[src/rtl/flowctl_pkg.sv]
package flowctl_pkg;

  typedef enum logic {
    RTS_FLOWING = 1'b0,
    RTS_HALTED  = 1'b1
  } rts_state_e;

  localparam int unsigned DEF_LVL_W   = 7;
  localparam int unsigned DEF_FLD_W   = 4;
  localparam int unsigned DEF_UNIT_SH = 2;
  localparam int unsigned DEF_SYNC_N  = 2;

endpackage

[src/rtl/flowctl_sync.sv]
module flowctl_sync #(
  parameter int unsigned STAGES  = 2,
  parameter logic        RST_VAL = 1'b1
) (
  input  logic clk,
  input  logic rst_n,
  input  logic async_in,
  output logic sync_out
);

  logic [STAGES-1:0] stage_q;

  generate
    for (genvar g = 0; g < STAGES; g++) begin : g_stage
      logic d;
      if (g == 0) begin : g_first
        assign d = async_in;
      end else begin : g_chain
        assign d = stage_q[g-1];
      end
      always_ff @(posedge clk or negedge rst_n) begin
        if (!rst_n) stage_q[g] <= RST_VAL;
        else        stage_q[g] <= d;
      end
    end
  endgenerate

  assign sync_out = stage_q[STAGES-1];

endmodule

[src/rtl/flowctl_thresh.sv]
module flowctl_thresh #(
  parameter int unsigned LVL_W   = 7,
  parameter int unsigned FLD_W   = 4,
  parameter int unsigned UNIT_SH = 2
) (
  input  logic [FLD_W-1:0] halt_fld,
  input  logic [FLD_W-1:0] resume_fld,
  input  logic [LVL_W-1:0] trig_lvl,
  output logic [LVL_W-1:0] halt_lvl,
  output logic [LVL_W-1:0] resume_lvl
);

  localparam int unsigned SCALED_W = FLD_W + UNIT_SH;

  logic [SCALED_W-1:0] halt_scaled;
  logic [SCALED_W-1:0] resume_scaled;
  logic [LVL_W-1:0]    trig_half;

  assign halt_scaled   = {halt_fld,   {UNIT_SH{1'b0}}};
  assign resume_scaled = {resume_fld, {UNIT_SH{1'b0}}};
  assign trig_half     = trig_lvl >> 1;

  // Each zero field falls back on its own; a non-zero field always wins.
  always_comb begin
    if (halt_fld == '0) halt_lvl = trig_lvl;
    else                halt_lvl = LVL_W'(halt_scaled);
    if (resume_fld == '0) resume_lvl = trig_half;
    else                  resume_lvl = LVL_W'(resume_scaled);
  end

endmodule

[src/rtl/flowctl_rts.sv]
module flowctl_rts
  import flowctl_pkg::*;
#(
  parameter int unsigned LVL_W = 7
) (
  input  logic             clk,
  input  logic             rst_n,
  input  logic             auto_en,
  input  logic             host_rts,
  input  logic [LVL_W-1:0] level,
  input  logic [LVL_W-1:0] halt_lvl,
  input  logic [LVL_W-1:0] resume_lvl,
  output logic             rts_n
);

  rts_state_e state_q, state_d;
  logic       rts_n_d;
  logic       at_halt;
  logic       at_resume;

  assign at_halt   = (level >= halt_lvl);
  // Resume only strictly below halt, so overlapping thresholds cannot oscillate.
  assign at_resume = (level <= resume_lvl) && !at_halt;

  always_comb begin
    state_d = state_q;
    if (!auto_en) begin
      state_d = RTS_HALTED;
    end else begin
      unique case (state_q)
        RTS_FLOWING: if (at_halt)   state_d = RTS_HALTED;
        RTS_HALTED:  if (at_resume) state_d = RTS_FLOWING;
        default:                    state_d = RTS_HALTED;
      endcase
    end
  end

  always_comb begin
    if (auto_en) rts_n_d = (state_d == RTS_HALTED);
    else         rts_n_d = !host_rts;
  end

  always_ff @(posedge clk or negedge rst_n) begin
    if (!rst_n) begin
      state_q <= RTS_HALTED;
      rts_n   <= 1'b1;
    end else begin
      state_q <= state_d;
      rts_n   <= rts_n_d;
    end
  end

endmodule

[src/rtl/flowctl_cts.sv]
module flowctl_cts (
  input  logic auto_en,
  input  logic cts_n_sync,
  input  logic tx_ready,
  output logic tx_start
);

  logic clear_to_send;

  // Only a new character start is gated; the shifter finishes what it began.
  assign clear_to_send = !auto_en || !cts_n_sync;
  assign tx_start      = tx_ready && clear_to_send;

endmodule

[src/rtl/uart_hwflow.sv]
module uart_hwflow
  import flowctl_pkg::*;
#(
  parameter int unsigned LVL_W   = DEF_LVL_W,
  parameter int unsigned FLD_W   = DEF_FLD_W,
  parameter int unsigned UNIT_SH = DEF_UNIT_SH,
  parameter int unsigned SYNC_N  = DEF_SYNC_N
) (
  input  logic             clk,
  input  logic             rst_n,
  input  logic             auto_cts_en,
  input  logic             auto_rts_en,
  input  logic             mcr_rts,
  input  logic [FLD_W-1:0] halt_fld,
  input  logic [FLD_W-1:0] resume_fld,
  input  logic [LVL_W-1:0] trig_lvl,
  input  logic [LVL_W-1:0] rx_level,
  input  logic             cts_n,
  input  logic             tx_ready,
  output logic             rts_n,
  output logic             tx_start
);

  logic             cts_n_sync;
  logic [LVL_W-1:0] halt_lvl;
  logic [LVL_W-1:0] resume_lvl;

  flowctl_sync #(
    .STAGES (SYNC_N),
    .RST_VAL(1'b1)
  ) u_cts_sync (
    .clk     (clk),
    .rst_n   (rst_n),
    .async_in(cts_n),
    .sync_out(cts_n_sync)
  );

  flowctl_cts u_cts_gate (
    .auto_en   (auto_cts_en),
    .cts_n_sync(cts_n_sync),
    .tx_ready  (tx_ready),
    .tx_start  (tx_start)
  );

  flowctl_thresh #(
    .LVL_W  (LVL_W),
    .FLD_W  (FLD_W),
    .UNIT_SH(UNIT_SH)
  ) u_thresh (
    .halt_fld  (halt_fld),
    .resume_fld(resume_fld),
    .trig_lvl  (trig_lvl),
    .halt_lvl  (halt_lvl),
    .resume_lvl(resume_lvl)
  );

  flowctl_rts #(
    .LVL_W(LVL_W)
  ) u_rts (
    .clk       (clk),
    .rst_n     (rst_n),
    .auto_en   (auto_rts_en),
    .host_rts  (mcr_rts),
    .level     (rx_level),
    .halt_lvl  (halt_lvl),
    .resume_lvl(resume_lvl),
    .rts_n     (rts_n)
  );

endmodule

[config.mk]
export PLATFORM = sky130hd
export DESIGN_NAME = uart_hwflow
export DESIGN_NICKNAME = d
export VERILOG_FILES = /design/src/rtl/flowctl_pkg.sv /design/src/rtl/flowctl_sync.sv /design/src/rtl/flowctl_thresh.sv /design/src/rtl/flowctl_rts.sv /design/src/rtl/flowctl_cts.sv /design/src/rtl/uart_hwflow.sv
export SDC_FILE = /design/constraint.sdc
export NUM_CORES = 1
export LEC_CHECK = 0
export ABC_AREA = 1
export ABC_CLOCK_PERIOD_IN_PS = 1600
export BUFFER_PORTS_ARGS = -buffer_cell sky130_fd_sc_hd__clkbuf_2
export CAP_MARGIN = 40
export CELL_PAD_IN_SITES_DETAIL_PLACEMENT = 1
export CELL_PAD_IN_SITES_GLOBAL_PLACEMENT = 2
export CORE_MARGIN = 2
export CORE_UTILIZATION = 24
export CTS_BUF_LIST = sky130_fd_sc_hd__clkbuf_4 sky130_fd_sc_hd__clkbuf_8
export DETAILED_ROUTE_END_ITERATION = 8
export PLACE_DENSITY = 0.94
export SKIP_CTS_REPAIR_TIMING = 1
export SYNTH_ARGS = -nofsm -noshare
export SYNTH_HDL_FRONTEND = slang
export SYNTH_SLANG_ARGS = --single-unit
[constraint.sdc]
create_clock -name clk -period 1.6 [get_ports clk]
set_input_delay 0.08 -clock clk [delete_from_list [all_inputs] [get_ports clk]]
set_output_delay 0.08 -clock clk [all_outputs]
set_load 0.01 [all_outputs]
# ---- Word level (Yosys, flattened, before mapping)
# Index checks and enable logic that the tools add are counted.
# W data, S select, Z words.
dict set report word_totals {
  input_bits 29
  reg_bits 4
  elab_cells 23
}
dict set report op_classes {
  magnitude_cmp 2
  n_reduce_logical 9
  muxes 7
  bitwise_logic 1
}
# cell count
set ops {}
lappend ops {{$logic_not A4 Y1} 2}
lappend ops {{$ge A7 B7 Y1} 1}
lappend ops {{$le A7 B6 Y1} 1}
lappend ops {{$mux W7} 1}
lappend ops {{$mux W6} 1}
lappend ops {{$logic_not A1 Y1} 4}
lappend ops {{$mux W1} 4}
lappend ops {{$logic_and A1 B1 Y1} 2}
lappend ops {{$pmux W1 S2} 1}
lappend ops {{$logic_or A1 B1 Y1} 1}
lappend ops {{$not A1 Y1} 1}

# ---- Depth between registers and ports, before layout
# Gate-level depths: netlist (run 1).
dict set report logic_depth {
  word_depth 9
  depth_mapped 13
}

# ---- Cells and area by module
# Synthesis (run 1) repeated with hierarchy kept, for this count alone.
dict set report unflattened {
  cells_unflattened 118
  area_unflattened_um2 714.4
}
# module n_inst cells_per_inst area_per_inst_um2 seq_area_each_um2
set by_module_without_submodules {}
lappend by_module_without_submodules {flowctl_rts 1 73 469.2 52.6}
lappend by_module_without_submodules {flowctl_thresh 1 41 180.2 0.0}
lappend by_module_without_submodules {flowctl_sync 1 2 52.6 52.6}
lappend by_module_without_submodules {flowctl_cts 1 2 12.5 0.0}

# ---- Worst setup path before layout (run 1)
# No wires, ideal clock.
dict set report synth_timing {
  kind {input to register}
  startpoint {input halt_fld[3]}
  endpoint {register u_rts.rts_n}
  setup_slack_ns 0.346
  arrival_ns 1.172
  cell_stages 12
  setup_time_ns 0.082
  path_buffers 0
  path_cell_list {nor2_2 -> nand3_1 -> inv_2 -> a21o_1 -> inv_1 -> ha_1 -> nand2_1 -> inv_1 -> nand2_1 -> nand2_1 -> a21oi_1 -> a21oi_1}
}
dict set report synth_via {
  elab_chain_len 9
  elab_cells_between_ends 10
  classes_between {order compare: 1; mux: 6; reduce/logical: 3}
}
# element line
set synth_lines {}
lappend synth_lines {{start, declared} uart_hwflow.sv:14} ;# input logic [FLD_W-1:0] halt_fld,
lappend synth_lines {{$logic_not A4 Y1} flowctl_thresh.sv:25} ;# if (halt_fld == '0) halt_lvl = trig_lvl;
lappend synth_lines {{$mux W7 (*)} flowctl_thresh.sv:25}
lappend synth_lines {{$ge A7 B7 Y1 (*)} flowctl_rts.sv:21} ;# assign at_halt = (level >= halt_lvl);
lappend synth_lines {{$logic_not A1 Y1} flowctl_rts.sv:23} ;# assign at_resume = (level <= resume_lvl) && !at_halt;
lappend synth_lines {{$logic_and A1 B1 Y1} flowctl_rts.sv:23}
lappend synth_lines {{$mux W1} flowctl_rts.sv:32} ;# RTS_HALTED: if (at_resume) state_d = RTS_FLOWING;
lappend synth_lines {{$pmux W1 S2 (*)} flowctl_rts.sv:30} ;# unique case (state_q)
lappend synth_lines {{$mux W1 (*)} flowctl_rts.sv:27} ;# if (!auto_en) begin
lappend synth_lines {{$mux W1 (*)} flowctl_rts.sv:39} ;# if (auto_en) rts_n_d = (state_d == RTS_HALTED);
lappend synth_lines {{net u_rts.rts_n_d} flowctl_rts.sv:17} ;# logic rts_n_d;
lappend synth_lines {{end signal, assigned} flowctl_rts.sv:49} ;# rts_n <= rts_n_d;
lappend synth_lines {{end, declared} flowctl_rts.sv:13} ;# output logic rts_n
# Mark *: on every way through the listed nets, which the timed path passes. The rest lies on a longest branch.

# ---- Worst setup path after layout (run 1)
dict set report layout_timing {
  startpoint {input resume_fld[0]}
  endpoint {register u_rts.rts_n}
}
dict set report layout_via {
  elab_chain_len 8
}
# element line
set layout_lines {}
lappend layout_lines {{start, declared} uart_hwflow.sv:15} ;# input logic [FLD_W-1:0] resume_fld,
lappend layout_lines {{$logic_not A4 Y1} flowctl_thresh.sv:27} ;# if (resume_fld == '0) resume_lvl = trig_half;
lappend layout_lines {{$mux W6 (*)} flowctl_thresh.sv:27}
lappend layout_lines {{$le A7 B6 Y1 (*)} flowctl_rts.sv:23}
lappend layout_lines {{$logic_and A1 B1 Y1 (*)} flowctl_rts.sv:23}
lappend layout_lines {{$mux W1 (*)} flowctl_rts.sv:32}
lappend layout_lines {{$pmux W1 S2 (*)} flowctl_rts.sv:30}
lappend layout_lines {{$mux W1 (*)} flowctl_rts.sv:27}
lappend layout_lines {{$mux W1 (*)} flowctl_rts.sv:39}
lappend layout_lines {{net u_rts.rts_n_d} flowctl_rts.sv:17}
# Marks and branches as above.

==> results of run 1 <==
-- final timing paths --
path,startpoint,endpoint,slack [ns],cells past startpoint
max,resume_fld[0],u_rts.rts_n$_DFF_PN1_,0.35,13
min,mcr_rts,u_rts.rts_n$_DFF_PN1_,0.06,4
max reg2reg,u_rts.state_q$_DFF_PN1_,u_rts.rts_n$_DFF_PN1_,0.67,3
min reg2reg,u_cts_sync.g_stage[1].d$_DFF_PN1_,u_cts_sync.sync_out$_DFF_PN1_,0.35,0
max in group asynchronous,rst_n,u_cts_sync.g_stage[1].d$_DFF_PN1_,1.20,2
min in group asynchronous,rst_n,u_rts.rts_n$_DFF_PN1_,0.36,2
-- worst max-delay path, stage by stage --
cell and delay, ns:
sky130_fd_sc_hd__clkbuf_2 0.09, sky130_fd_sc_hd__nor2_1 0.15, sky130_fd_sc_hd__nand2_1 0.11, sky130_fd_sc_hd__inv_2 0.07
sky130_fd_sc_hd__nand2_1 0.04, sky130_fd_sc_hd__nand2_1 0.05, sky130_fd_sc_hd__inv_1 0.04, sky130_fd_sc_hd__ha_1 0.29
sky130_fd_sc_hd__nand2_1 0.11, sky130_fd_sc_hd__nor2_1 0.06, sky130_fd_sc_hd__a21boi_2 0.14, sky130_fd_sc_hd__nand2_2 0.07
sky130_fd_sc_hd__a21oi_1 0.12
-- cell type report --
| type | count | area (sq um) | area share |
|---|---|---|---|
| clock buffers | 3 | 22.52 | 0.02647 |
| inverters | 23 | 86.33 | 0.1015 |
| multi-input cells | 71 | 429.2 | 0.5044 |
| flip-flops and latches | 4 | 105.1 | 0.1235 |
| well taps | 30 | 37.54 | 0.04412 |
| repair buffers | 32 | 170.2 | 0.2000 |
-- metrics by stage --
step	instances	power [mW]	setup WS [ns]
after floorplan	98	0.2045	0.3457
after global placement	158	0.2689	0.1379
after detailed placement	158	0.2765	0.07642
after CTS	161	0.4137	0.3273
after global routing	163	0.4421	0.1216
final	163	0.4080	0.3483
-- layer usage --
layer / track usage / vias up
met3: 0.01913 / 4
met5: 0 / -
li1: - / 376
met2: 0.2222 / 20
met4: 0.05000 / 0
met1: 0.1623 / 304
-- report_power, final --
group	internal [mW]	switching [mW]
combinational	0.0756	0.0877
sequential	0.112	0.00146
clock	0.0842	0.0467
total	0.272	0.136
-- sequential cells by signal, summed over array words and instances, names as in the netlist --
signal / cells
u_cts_sync.sync_out: 1
u_rts.state_q: 1
u_cts_sync.g_stage.d: 1
u_rts.rts_n: 1
-- logic make-up after synthesis --
| group | after synthesis | synth area share |
|---|---|---|
| buffers and inverters | 23 | 0.1391 |
| adders and majority gates | 13 | 0.2621 |
| DFF | 4 | 0.1694 |
| AOI/OAI and AO/OA | 13 | 0.1411 |
| and+or+nand+nor | 45 | 0.2883 |
-- synthesized netlist by cell type --
cell                       instances  share of area
sky130_fd_sc_hd__inv_2             2          0.012
sky130_fd_sc_hd__a21oi_1           4          0.032
sky130_fd_sc_hd__a21oi_2           1          0.014
sky130_fd_sc_hd__nand3_1           2          0.016
sky130_fd_sc_hd__or2_1             1          0.010
sky130_fd_sc_hd__a31oi_1           4          0.040
sky130_fd_sc_hd__dfstp_2           4           0.17
sky130_fd_sc_hd__a21boi_0          1          0.012
sky130_fd_sc_hd__a21o_1            2          0.024
sky130_fd_sc_hd__nor2_2            1          0.010
sky130_fd_sc_hd__nand2_1          30           0.18
sky130_fd_sc_hd__nor2_1           10          0.060
sky130_fd_sc_hd__nand2_2           1          0.010
sky130_fd_sc_hd__inv_1            21           0.13
sky130_fd_sc_hd__a21boi_2          1          0.018
sky130_fd_sc_hd__ha_1             13           0.26
==> flow_summary.rst, run 1 <==
.. list-table::
   :header-rows: 1

   * - Metric
     - Value
   * - Number of design-rule violations left by the first detailed-router iteration
     - 4
   * - Net total in the final layout
     - 177
   * - Area Overhead vs Synth
     - 37.10%
   * - Starting utilization of the core area
     - 0.2528
   * - Post-route setup TNS
     - 0 ns
   * - Syn Nets
     - between 100 and 150
   * - Number of different library cells in the post-synthesis netlist
     - 16
   * - Final period demand of the worst path
     - 1.252 ns
   * - Die Footprint
     - 3009 sq um
   * - Power density over the cells
     - about 480 nW/um^2
   * - Commonest non-fill, non-tap cells in the layout
     - sky130_fd_sc_hd__nand2_1 (30), sky130_fd_sc_hd__clkbuf_2 (30), sky130_fd_sc_hd__inv_1 (21)
   * - DR top layer
     - met4
   * - Core utilization of the finished layout
     - 0.3466
   * - Max Slew Vio Count
     - 0
   * - Number of buffers on the longest clock path
     - 2
   * - Remaining max-slew budget at the tightest pin
     - 0.8472
   * - Num rows
     - 18
   * - Average wire per standard cell
     - a little over 10 microns
   * - Antenna violations before repair
     - 0
   * - Number of global-route vias before repair
     - about 660
   * - Clk sinks
     - 4
   * - Sum of met2 wire segment lengths after detailed routing
     - roughly 810 microns
   * - Skew final
     - 0.0001107 ns
   * - Highest Clock Rate
     - about 800 MHz
   * - Clock tree from TritonCTS
     - done
   * - Yosys Warn Count
     - 0
   * - Design Area, Final
     - around 850 sq um
   * - Total of endpoints with negative setup slack in the final report
     - 0
   * - Endpoint arrival time on the critical path
     - around 1.4 ns
   * - DP Area
     - 808.3 sq um
   * - Share of final-layout standard cells stronger than drive strength 1
     - 0.3233
   * - Antenna-violating nets left
     - 0
   * - Pin count of the biggest net entering global routing
     - 5
   * - DR pass1 iterations
     - 4
   * - Pleak
     - 0.5381 nW
   * - Fill cell instance count of the final layout
     - between 300 and 400
   * - Cell chosen for the clock root
     - sky130_fd_sc_hd__clkbuf_4
   * - Post-DP HPWL
     - 1.567 mm
   * - Total DRC errors in the routed layout
     - 0
   * - Number of antenna diodes
     - 0
   * - Die Width
     - approximately 55 microns
   * - All-layer global routing usage
     - 0.1301
   * - Avg Vias per Cell
     - about 4.3
   * - Count of pins on the block boundary
     - 31
   * - Maximum Capacitance Violations
     - 0
   * - First-pass GRT wire length
     - roughly 2.8 mm
   * - Worst hold slack
     - between 0.06 and 0.07 ns
   * - Proportion of synthesized chip area in sequential cells
     - 0.1694
   * - Unrepaired setup endpoints after global routing
     - no
   * - Final number of hold-violating endpoints
     - 0
   * - Synthesized area
     - 620.6 sq um
   * - Crit path capture type
     - register
   * - Outcome
     - completed
   * - Critical setup path kind
     - in -> reg
   * - Insertion delay of the later-clocked pin in the worst-skew pair
     - 0.25 ns
   * - Mapped Avg Cell Area
     - between 6 and 7 sq um
   * - Post-route clock period utilization
     - 0.7823
   * - Final estimated routing congestion in global placement
     - approximately 0.77
   * - Routed wire length on met3
     - 73 microns
   * - Register bit count reported by yosys
     - 4
   * - Number of port buffers
     - 30
   * - Worst IR drop on VDD
     - 408.1 uV
   * - CTS Buf Count
     - 3
   * - Number of vias in the routed layout
     - a little over 700
   * - Die height
     - 54.85 microns
   * - Kind of path behind the tightest hold check
     - in -> reg
   * - Routed WL
     - 1.693 mm
   * - Data required time of the worst path
     - approximately 1.8 ns
   * - H-Tree Level Count
     - 1
   * - Sort of element at the start of the critical path
     - input port
   * - Clk pin slew, worst setup/hold paths
     - ~0.040 ns
   * - Placeable core area
     - roughly 2500 sq um
   * - Total grt overflow
     - 0
   * - DRT met1 WL
     - between 700 and 800 microns
   * - Worst Tran Pin Value
     - around 0.23 ns
   * - Mapped Cells
     - just under 100
   * - Top fanout value on the critical path
     - 3
(Power assumes the default switching activity.)
==> run 2: changes to the inputs <==
Settings changed: ABC_CLOCK_PERIOD_IN_PS 1600 to 1150, CORE_UTILIZATION 24 to 20, PLACE_DENSITY 0.94 to 0.84.
Clock period 1.6 ns to 1.15 ns, I/O delays scaled along.
==> run 2 against run 1 <==
The flow now finishes with violations (setup timing). Flip-flop and latch count did not move. Total power rose by 50%. Global-route usage fell by 2.0 points. Critical endpoint unchanged. Critical path depth did not move.
==> flow_summary.rst, run 2 (synthesis results as in run 1) <==
.. list-table::
   :header-rows: 1

   * - Metric
     - Value
   * - Unrepaired setup endpoints after global routing
     - yes (was no)
   * - Clock tree from TritonCTS
     - done (unchanged)
   * - Cell chosen for the clock root
     - sky130_fd_sc_hd__clkbuf_4 (unchanged)
   * - Hold path cells
     - 4 (unchanged)
   * - Number of global-route vias before repair
     - 747 (was 661)
   * - Core utilization of the finished layout
     - 0.3325 (was 0.3466)
   * - Num rows
     - 20 (was 18)
   * - Number of port buffers
     - 30 (unchanged)
   * - Final period demand of the worst path
     - 1.194 ns
   * - Failing checks
     - setup timing
   * - Post-DP HPWL
     - 1.661 mm (was 1.567 mm)
   * - Die Footprint
     - 3565 sq um (was 3009 sq um)
   * - Met1 usage in global routing
     - 0.1250 (was 0.1623)
   * - Worst Tran Pin Value
     - 0.2196 ns (was 0.2281 ns)
   * - R2r endpoint
     - u_rts.rts_n$_DFF_PN1_ (unchanged)
   * - Insertion delay of the later-clocked pin in the worst-skew pair
     - 0.23 ns (was 0.25 ns)
   * - Pleak
     - 0.5922 nW (was 0.5381 nW)
   * - Total grt overflow
     - 0 (unchanged)
   * - Internal power
     - 0.4123 mW (was 0.2721 mW)
   * - Critical setup path kind
     - in -> reg (unchanged)
   * - Clk pin slew, worst setup/hold paths
     - 0.04 ns (about the same)
   * - Die height
     - 59.71 microns (was 54.85 microns)
   * - Number of buffers on the longest clock path
     - 2 (unchanged)
   * - Final number of hold-violating endpoints
     - 0 (unchanged)
   * - Final estimated routing congestion in global placement
     - 0.7549 (was 0.7657)
   * - Commonest non-fill, non-tap cells in the layout
     - sky130_fd_sc_hd__nand2_1 (28), sky130_fd_sc_hd__clkbuf_2 (28), sky130_fd_sc_hd__inv_1 (19) (was sky130_fd_sc_hd__nand2_1 (30), sky130_fd_sc_hd__clkbuf_2 (30), sky130_fd_sc_hd__inv_1 (21))
   * - Die Width
     - 59.71 microns (was 54.85 microns)
   * - CTS Buf Count
     - 3 (unchanged)
   * - First-pass GRT wire length
     - 2.967 mm (was 2.760 mm)
   * - Placeable core area
     - 3003 sq um (was 2455 sq um)
   * - Met2 routing resource usage after global routing
     - 0.2096 (was 0.2222)
   * - Avg Vias per Cell
     - 4.250 (was 4.319)
   * - Startpoint of the lowest-slack hold path
     - mcr_rts (unchanged)
   * - End point of the critical path
     - u_rts.rts_n$_DFF_PN1_ (unchanged)
   * - Outcome
     - finished with violations (was completed)
   * - Maximum Capacitance Violations
     - 0 (unchanged)
   * - Share of final-layout standard cells stronger than drive strength 1
     - 0.4476 (was 0.3233)
   * - Most Crowded Layer GR
     - met2 (unchanged)
   * - Total DRC errors in the routed layout
     - 0 (unchanged)
   * - Power share of the clock group
     - 0.280 (was 0.321)
   * - Post-route setup TNS
     - -0.08463 ns (was 0 ns)
   * - Count of pins on the block boundary
     - 31 (unchanged)
   * - Data required time of the worst path
     - 1.31 ns (was 1.78 ns)
   * - Clk sinks
     - 4 (unchanged)
   * - Highest Clock Rate
     - 837.4 MHz
   * - Cell count of the worst reg-to-reg path
     - 3 (unchanged)
   * - Crit path capture type
     - register (unchanged)
   * - Kind of path behind the tightest hold check
     - in -> reg (unchanged)
   * - Startpoint of the most critical register-to-register path
     - u_rts.state_q$_DFF_PN1_ (unchanged)
   * - Worst Slack Setup Final
     - -0.04423 ns (was 0.3483 ns)
   * - Remaining max-slew budget at the tightest pin
     - 0.8529 (was 0.8472)
   * - Net total in the final layout
     - 187 (was 177)
   * - Pin count of the biggest net entering global routing
     - 5 (unchanged)
   * - Power share of the combinational group
     - 0.460 (was 0.400)
   * - Sequential fraction of design power
     - 0.260 (was 0.279)
   * - Number of antenna diodes
     - 0 (unchanged)
   * - Path length in cells of the critical path
     - 13 (unchanged)
   * - Endpoint arrival time on the critical path
     - 1.35 ns (was 1.43 ns)
   * - Switching pwr
     - 0.2005 mW (was 0.1359 mW)
   * - Post-route clock period utilization
     - 1.038
   * - Crit path largest cell delay
     - 0.29 ns (about the same)
   * - DR pass1 iterations
     - 4 (unchanged)
   * - Setup slack of the worst register-to-register path
     - 0.22 ns (was 0.67 ns)
   * - Area Overhead vs Synth
     - 60.89% (was 37.10%)
   * - Total Power
     - 0.6128 mW (was 0.4080 mW)
   * - Critical Path, Cell by Cell
     - buf_8 -> nor2_4 -> nand3_2 -> inv_2 -> a21o_1 -> inv_1 -> ha_1 -> nand2_2 -> inv_2 -> nand2_2 -> nand2_1 -> a21oi_2 -> a21oi_2 (was clkbuf_2 -> nor2_1 -> nand2_1 -> inv_2 -> nand2_1 -> nand2_1 -> inv_1 -> ha_1 -> nand2_1 -> nor2_1 -> a21boi_2 -> nand2_2 -> a21oi_1)
   * - Cell family with most CP delay
     - simple AND/OR/NAND/NOR gates (unchanged)
   * - Total of endpoints with negative setup slack in the final report
     - 2 (was 0)
   * - Crit path buffers/inverters
     - 4 (was 3)
   * - Antenna-violating nets left
     - 0 (unchanged)
   * - Skew final
     - 0.002077 ns (was 0.0001107 ns)
   * - Power density over the cells
     - 613.8 nW/um^2 (was 479.5 nW/um^2)
   * - Met3 Usage GRT
     - 0.01082 (was 0.01913)
   * - Starting utilization of the core area
     - 0.2067 (was 0.2528)
   * - Routed WL
     - 1.872 mm (was 1.693 mm)
   * - Critical Path Slowest Stage Cell
     - sky130_fd_sc_hd__ha_1 (unchanged)
   * - Top fanout value on the critical path
     - 3 (unchanged)
   * - Worst IR drop on VDD
     - 432.6 uV (was 408.1 uV)
   * - Number of design-rule violations left by the first detailed-router iteration
     - 12 (was 4)
   * - Number of vias in the routed layout
     - 748 (was 704)
   * - H-Tree Level Count
     - 1 (unchanged)
   * - Worst setup path startpoint
     - halt_fld[1] (was resume_fld[0])
   * - Max Slew Vio Count
     - 0 (unchanged)
   * - Sort of element at the start of the critical path
     - input port (unchanged)
   * - All-layer global routing usage
     - 0.1101 (was 0.1301)
   * - Average wire per standard cell
     - 10.64 microns (was 10.39 microns)
   * - Fill cell instance count of the final layout
     - 402 (was 349)
   * - Switch share
     - 0.3272 (was 0.3332)
   * - Antenna violations before repair
     - 0 (unchanged)
run 2: cell count changes in the layout (fill, tap and decap cells not counted), sizes merged:
cell and delta:
buf +12, clkbuf -2
run 2: per-stage QoR:
step	std cells	cell area [sq um]	hold slack, ns	setup WS [ns]
2_1_floorplan	98	665.6	-0.09034	-0.002762
3_3_place_gp	168	909.6	0.04466	-0.2930
3_5_place_dp	168	909.6	0.04783	-0.3320
4_1_cts	171	932.1	-0.2091	-0.08767
5_1_grt	176	998.5	0.1279	-0.1537
6_report	176	998.5	0.1000	-0.04423
run 2: power by group through the flow:
stage / sequential, mW / combinational [mW] / clock (mW)
floorplan: 0.161 / 0.136 / 0
global placement: 0.160 / 0.252 / 0
detailed placement: 0.160 / 0.263 / 0
CTS: 0.160 / 0.265 / 0.186
global route: 0.160 / 0.319 / 0.198
finish: 0.159 / 0.282 / 0.172
run 2: worst min-delay path: cells and delay by family:
kind / cells / cell delay (ns)
AND/OR/NAND/NOR: 1 / 0.11
AO/OA/AOI/OAI: 1 / 0.05
buffers and inverters: 2 / 0.10
run 2: worst min-delay path by stage:
stage / slack [ns] / to
floorplan: -0.09 / u_cts_sync.g_stage[1].d$_DFF_PN1_
global placement: 0.04 / u_cts_sync.g_stage[1].d$_DFF_PN1_
detailed placement: 0.05 / u_rts.state_q$_DFF_PN1_
CTS: -0.21 / u_rts.state_q$_DFF_PN1_
global route: 0.13 / u_rts.rts_n$_DFF_PN1_
finish: 0.1 / u_rts.rts_n$_DFF_PN1_
run 2: area by class of cell:
class	instances	area (sq um)	share of cell area
clock buffer	3	22.52	0.02256
inverter	23	86.33	0.08647
multi-input combinational	71	481.7	0.4825
sequential	4	105.1	0.1053
tap	33	41.29	0.04135
timing repair buffer	42	261.5	0.2619
run 2: routing by layer:
metal / up-vias / wire length (microns)
met1: 332 / 797
met2: 19 / 982
met4: 0 / 0
met3: 0 / 92
li1: 397 / -
met5: - / 0
